--- config.mk ---
export PLATFORM = sky130hd
export DESIGN_NAME = burst_addr_gen
export DESIGN_NICKNAME = d
export VERILOG_FILES = /design/src/rtl/burst_pkg.sv /design/src/rtl/burst_base_reg.sv /design/src/rtl/burst_beat_ctr.sv /design/src/rtl/burst_order_map.sv /design/src/rtl/burst_addr_gen.sv
export SDC_FILE = /design/constraint.sdc
export NUM_CORES = 1
export LEC_CHECK = 0
export BUFFER_PORTS_ARGS = -buffer_cell sky130_fd_sc_hd__buf_2
export CAP_MARGIN = 0
export CORE_UTILIZATION = 46
export CTS_CLUSTER_SIZE = 8
export DETAILED_ROUTE_END_ITERATION = 8
export PLACE_DENSITY = 0.85
export SLEW_MARGIN = 20
export SYNTH_ARGS = -nofsm -noshare
export SYNTH_HDL_FRONTEND = slang
export SYNTH_SLANG_ARGS = --single-unit
--- constraint.sdc ---
create_clock -name clk -period 1.23 [get_ports clk]
set_clock_uncertainty 0.05 [all_clocks]
set_input_delay 0.0615 -clock clk [delete_from_list [all_inputs] [get_ports clk]]
set_output_delay 0.0615 -clock clk [all_outputs]
set_load 0.02 [all_outputs]
--- src/rtl/burst_pkg.sv ---
package burst_pkg;

    typedef enum logic {
        ORD_LINEAR     = 1'b0,
        ORD_INTERLEAVE = 1'b1
    } order_e;

    typedef enum logic [1:0] {
        OP_HOLD  = 2'd0,
        OP_DESEL = 2'd1,
        OP_LOAD  = 2'd2,
        OP_STEP  = 2'd3
    } op_e;

    // Priority: stall beats deselect, deselect beats load/step.
    function automatic op_e decode_op(input logic stall, input logic sel, input logic step);
        if (stall)
            return OP_HOLD;
        if (!sel)
            return OP_DESEL;
        if (!step)
            return OP_LOAD;
        return OP_STEP;
    endfunction

endpackage

--- src/rtl/burst_base_reg.sv ---
module burst_base_reg
    import burst_pkg::*;
#(
    parameter int AW = 20
) (
    input  logic          clk,
    input  logic          rst,
    input  op_e           op,
    input  logic [AW-1:0] ext_addr,
    output logic [AW-1:0] base_q
);

    always_ff @(posedge clk) begin
        if (rst)
            base_q <= '0;
        else if (op == OP_LOAD)
            base_q <= ext_addr;
    end

endmodule

--- src/rtl/burst_beat_ctr.sv ---
module burst_beat_ctr
    import burst_pkg::*;
#(
    parameter int BW = 2
) (
    input  logic          clk,
    input  logic          rst,
    input  op_e           op,
    output logic [BW-1:0] beat_q,
    output logic          vld_q
);

    localparam logic [BW-1:0] ONE = {{(BW-1){1'b0}}, 1'b1};

    always_ff @(posedge clk) begin
        if (rst) begin
            beat_q <= '0;
            vld_q  <= 1'b0;
        end else begin
            case (op)
                OP_HOLD: ;
                OP_DESEL: begin
                    beat_q <= '0;
                    vld_q  <= 1'b0;
                end
                OP_LOAD: begin
                    beat_q <= '0;
                    vld_q  <= 1'b1;
                end
                OP_STEP: begin
                    if (vld_q)
                        beat_q <= beat_q + ONE;
                end
                default: ;
            endcase
        end
    end

endmodule

--- src/rtl/burst_order_map.sv ---
module burst_order_map
    import burst_pkg::*;
#(
    parameter int BW = 2
) (
    input  order_e        order,
    input  logic [BW-1:0] base_low,
    input  logic [BW-1:0] beat,
    output logic [BW-1:0] low_out
);

    logic [BW-1:0] lin_low;
    logic [BW-1:0] ilv_low;

    genvar i;
    generate
        for (i = 0; i < BW; i++) begin : g_ilv
            assign ilv_low[i] = base_low[i] ^ beat[i];
        end
    endgenerate

    assign lin_low = base_low + beat;

    always_comb begin
        case (order)
            ORD_LINEAR:     low_out = lin_low;
            ORD_INTERLEAVE: low_out = ilv_low;
            default:        low_out = ilv_low;
        endcase
    end

endmodule

--- src/rtl/burst_addr_gen.sv ---
module burst_addr_gen
    import burst_pkg::*;
#(
    parameter int AW = 20,
    parameter int BW = 2
) (
    input  logic          clk,
    input  logic          rst,
    input  logic          stall,
    input  logic          sel,
    input  logic          step,
    input  logic [AW-1:0] ext_addr,
    input  logic          order_sel,
    output logic [AW-1:0] cur_addr,
    output logic          addr_vld
);

    op_e           op;
    order_e        order_q;
    logic [AW-1:0] base_q;
    logic [BW-1:0] beat_q;
    logic [BW-1:0] low_bits;

    assign op = decode_op(stall, sel, step);

    // Strap is sampled only during reset.
    always_ff @(posedge clk) begin
        if (rst)
            order_q <= order_sel ? ORD_INTERLEAVE : ORD_LINEAR;
    end

    burst_base_reg #(.AW(AW)) u_base (
        .clk      (clk),
        .rst      (rst),
        .op       (op),
        .ext_addr (ext_addr),
        .base_q   (base_q)
    );

    burst_beat_ctr #(.BW(BW)) u_beat (
        .clk    (clk),
        .rst    (rst),
        .op     (op),
        .beat_q (beat_q),
        .vld_q  (addr_vld)
    );

    burst_order_map #(.BW(BW)) u_map (
        .order    (order_q),
        .base_low (base_q[BW-1:0]),
        .beat     (beat_q),
        .low_out  (low_bits)
    );

    assign cur_addr = {base_q[AW-1:BW], low_bits};

endmodule

==> summary.md <==
| Metric | Value |
|---|---|
| Final WS setup | `-0.119 ns` |
| Worst-path clk slew | `0.13 ns` |
| Lkg Pwr | `0.706 nW` |
| Total power | `0.00157 W` |
| Ys async rst share | `0%` |
| Share of layout cells above drive strength 1 | `35.0%` |
| Core area | `2230 um^2` |
| Rel. slew slack | `84.3%` |
| Cell internal pwr | `0.00120 W` |
| Crit. End Element | `primary output` |
| Total track usage | `17.7%` |
| Gate power share | `17.1%` |
| Post-synthesis sequential area ratio | `44.3%` |
| Mapped Area | `1110 um^2` |
| Dpl hpwl | `1410 um` |
| Vias in the first global route | `905` |
| Root buffer cell | `clkbuf_4` |
| RSZ-0062 raised after global routing | `yes` |
| Clk_lat worst skew | `0.30 ns` |
| Fin nets | `191` |
| Highest metal used | `met4` |
| Die Wd | `51.0 um` |
| Switching part of the total | `23.2%` |
| Final Hold Viols | `0` |
| Core Rows | `17` |
| Clk pwr share | `30.1%` |
| Ys flop type | `dfxtp_1` |
| Avg WL per Cell | `11.3 um` |
| Main combinational cell family by area after synthesis | `multiplexers` |
| CP Launch Point | `u_beat.beat_q[0]$_SDFFE_PP0P_` |
| Die Height | `51.0 um` |
| Worst hold margin | `0.0251 ns` |
| CP Data Required Time | `1.12 ns` |
| Area contributors post-synth | `dfxtp_1 (42%), mux2i_1 (19%), buf_4 (12%)` |
| Syn avg cell area | `10.1 um^2` |
| Status | `finished, violations left` |
| Initial Util | `49.5%` |
| Post-DP Area | `1230 um^2` |
| Most frequent cells in the layout | `buf_2 (44), mux2i_1 (21), nor2_1 (21), dlygate4sd3_1 (21), dfxtp_1 (21)` |
| Pre-Repair DR Iteration Count | `5` |
| Mapped Nets | `139` |
| R2R Setup Slk | `0.24 ns` |
| Mux contribution to synthesized area | `19.0%` |
| CTS tree | `done` |
| Total die area | `2600 um^2` |
| H-tree level count | `1` |
| Sequential power share | `52.9%` |
| Worst-margin pin slew | `0.236 ns` |
| Io pins | `47` |
| Met3 WL | `134 um` |
| Post-Route WL | `2130 um` |
| Hold depth | `2` |
| Routed metal-1 wire length | `869 um` |
| Worst r2r dst | `u_beat.beat_q[0]$_SDFFE_PP0P_` |
| Area grow syn2layout | `37.3%` |
| Yosys warning count | `0` |
| Ant diodes | `0` |
| Net Sw Power | `0.000364 W` |
| Fin. max-slew vios | `0` |
| Post-Synth XOR/XNOR Area | `1.58%` |
| Cell area after layout | `1520 um^2` |
| Worst R2R Start | `u_beat.vld_q$_SDFFE_PP0P_` |
| Worst Path Arrival | `1.24 ns` |
| Initial antenna violation count | `0` |
| Buffer depth of the longest clock path | `2` |
| Leading area contributor after synthesis | `dfxtp_1` |
| Fmax | `0.741 GHz` |
| Via density per instance | `4.54` |
| Yosys cell types | `20` |
| Reg2reg path depth | `3` |
| Metal2 WL | `1120 um` |
| Hold Crit Class | `primary input to register` |
| Port-buffer cells | `46` |
| Post-synth EDFFs | `1` |
| CP Max Fanout | `5` |
| DRT antenna net count | `0` |
| Fin crit share | `110%` |
| Post-layout minimum cycle time | `1.35 ns` |
| Critical Path Source Type | `register` |
| Drt drc | `0` |
| Sink Count | `24` |
| Power Density | `1030 nW/um^2` |
| First-pass GRT wire length | `3470 um` |
| Share of the synthesized area in the top cell type | `41.6%` |
| RD Place Congestion | `0.607` |
| Largest net degree at the start of global routing | `21` |
| Number of CTS-inserted buffers | `3` |
| Yosys reg bits | `24` |
| Commonest non-fill, non-tap cell in the layout | `buf_2` |
| Post-CTS Setup Inserts | `0` |
| Post-synthesis simple-gate area fraction | `12.6%` |
| Violated checks | `negative setup slack` |
| Gr ovfl total | `0` |
| Max-Cap Viols | `0` |
| Synthesized instance count | `109` |
| Critical path class | `register to primary output` |
| Hold Crit Endpoint | `u_base.base_q[19]$_SDFFE_PP0N_` |
| Vias post-DR | `853` |
| Endpoints failing setup | `1` |
| Hold wc startpoint | `rst` |
| Max VDD drop | `809 uV` |
| Synth Area in Adders | `4.52%` |
| Compound-Gate Fraction of Synth Area | `2.15%` |
| Starting DRT DRC Count | `9` |
| FILL cells | `172` |
kinds of logic after synthesis:
kind of cell	Yosys count
AO/OA/AOI/OAI	4
XOR/XNOR	2
adder cells (fa/ha/maj)	4
buffers and inverters	24
flip-flops	24
multiplexers	21
AND/OR/NAND/NOR	30
power groups by stage:
stage | logic, W | registers [W] | clock network (W)
5_1_grt | 0.000288 | 0.000834 | 0.000528
2_1_floorplan | 0.000165 | 0.000845 | 0
6_report | 0.000268 | 0.000830 | 0.000472
4_1_cts | 0.000266 | 0.000829 | 0.000495
3_5_place_dp | 0.000216 | 0.000846 | 0
3_3_place_gp | 0.000207 | 0.000844 | 0
worst max-delay path by stage:
stage,cells after the start,slack [ns],endpoint
after CTS,4,-0.17,cur_addr[1]
after floorplan,3,0.13,cur_addr[1]
final,4,-0.12,cur_addr[1]
after detailed placement,6,-0.04,u_base.base_q[17]$_SDFFE_PP0N_
after global placement,6,0.03,u_beat.beat_q[0]$_SDFFE_PP0P_
after global routing,4,-0.19,cur_addr[1]
cell usage after synthesis, types with 2 or more instances:
cell type	number
inv_1	2
buf_6	2
and2b_1	2
xnor2_1	2
dfxtp_1	23
nor2_1	21
buf_2	2
nor2b_1	2
ha_1	4
mux2i_1	21
buf_4	18
nand3b_1	2
per-layer routing:
| layer | track usage (%) | vias up |
|---|---|---|
| li1 | - | 443 |
| met1 | 17.9 | 374 |
| met2 | 36.0 | 34 |
| met3 | 2.68 | 2 |
| met4 | 5.56 | 0 |
| met5 | 0 | - |
layout make-up:
cell class,instances,area (um^2),share of cell area (%)
Timing Repair Buffer,69,473,31.1
Clock buffer,4,47.5,3.13
Multi-Input combinational cell,61,460,30.3
Sequential cell,24,495,32.6
Inverter,2,7.51,0.494
Tap cell,28,35.0,2.31
flip-flops by register name, summed over array words and instances (netlist names):
| name | count |
|---|---|
| u_beat.beat_q | 2 |
| order_q | 1 |
| u_beat.vld_q | 1 |
| u_base.base_q | 20 |
stage by stage:
stage / instances / setup TNS (ns) / util, % / setup slack [ns]
global placement: 163 / 0 / 55.1 / 0.0284
finish: 188 / -0.119 / 68.0 / -0.119
CTS: 188 / -0.165 / 67.7 / -0.165
floorplan: 109 / 0 / - / 0.133
detailed placement: 163 / -0.449 / 55.1 / -0.0427
global route: 188 / -0.190 / 68.0 / -0.190
what timing repair did:
item,CTS,global route
hold endpoints to repair,21,0
hold buffers,21,0
resized for setup,6,3
pin swaps,2,2
gates cloned,0,0
setup endpoints to repair,2,2
critical path, cell delays in order, from the launching register on:
cell and delay, ns:
dfxtp_4 0.39, ha_4 0.15, nor2b_4 0.12, xnor2_1 0.12, buf_4 0.16
Note: power is estimated with default switching activity, not from simulation.
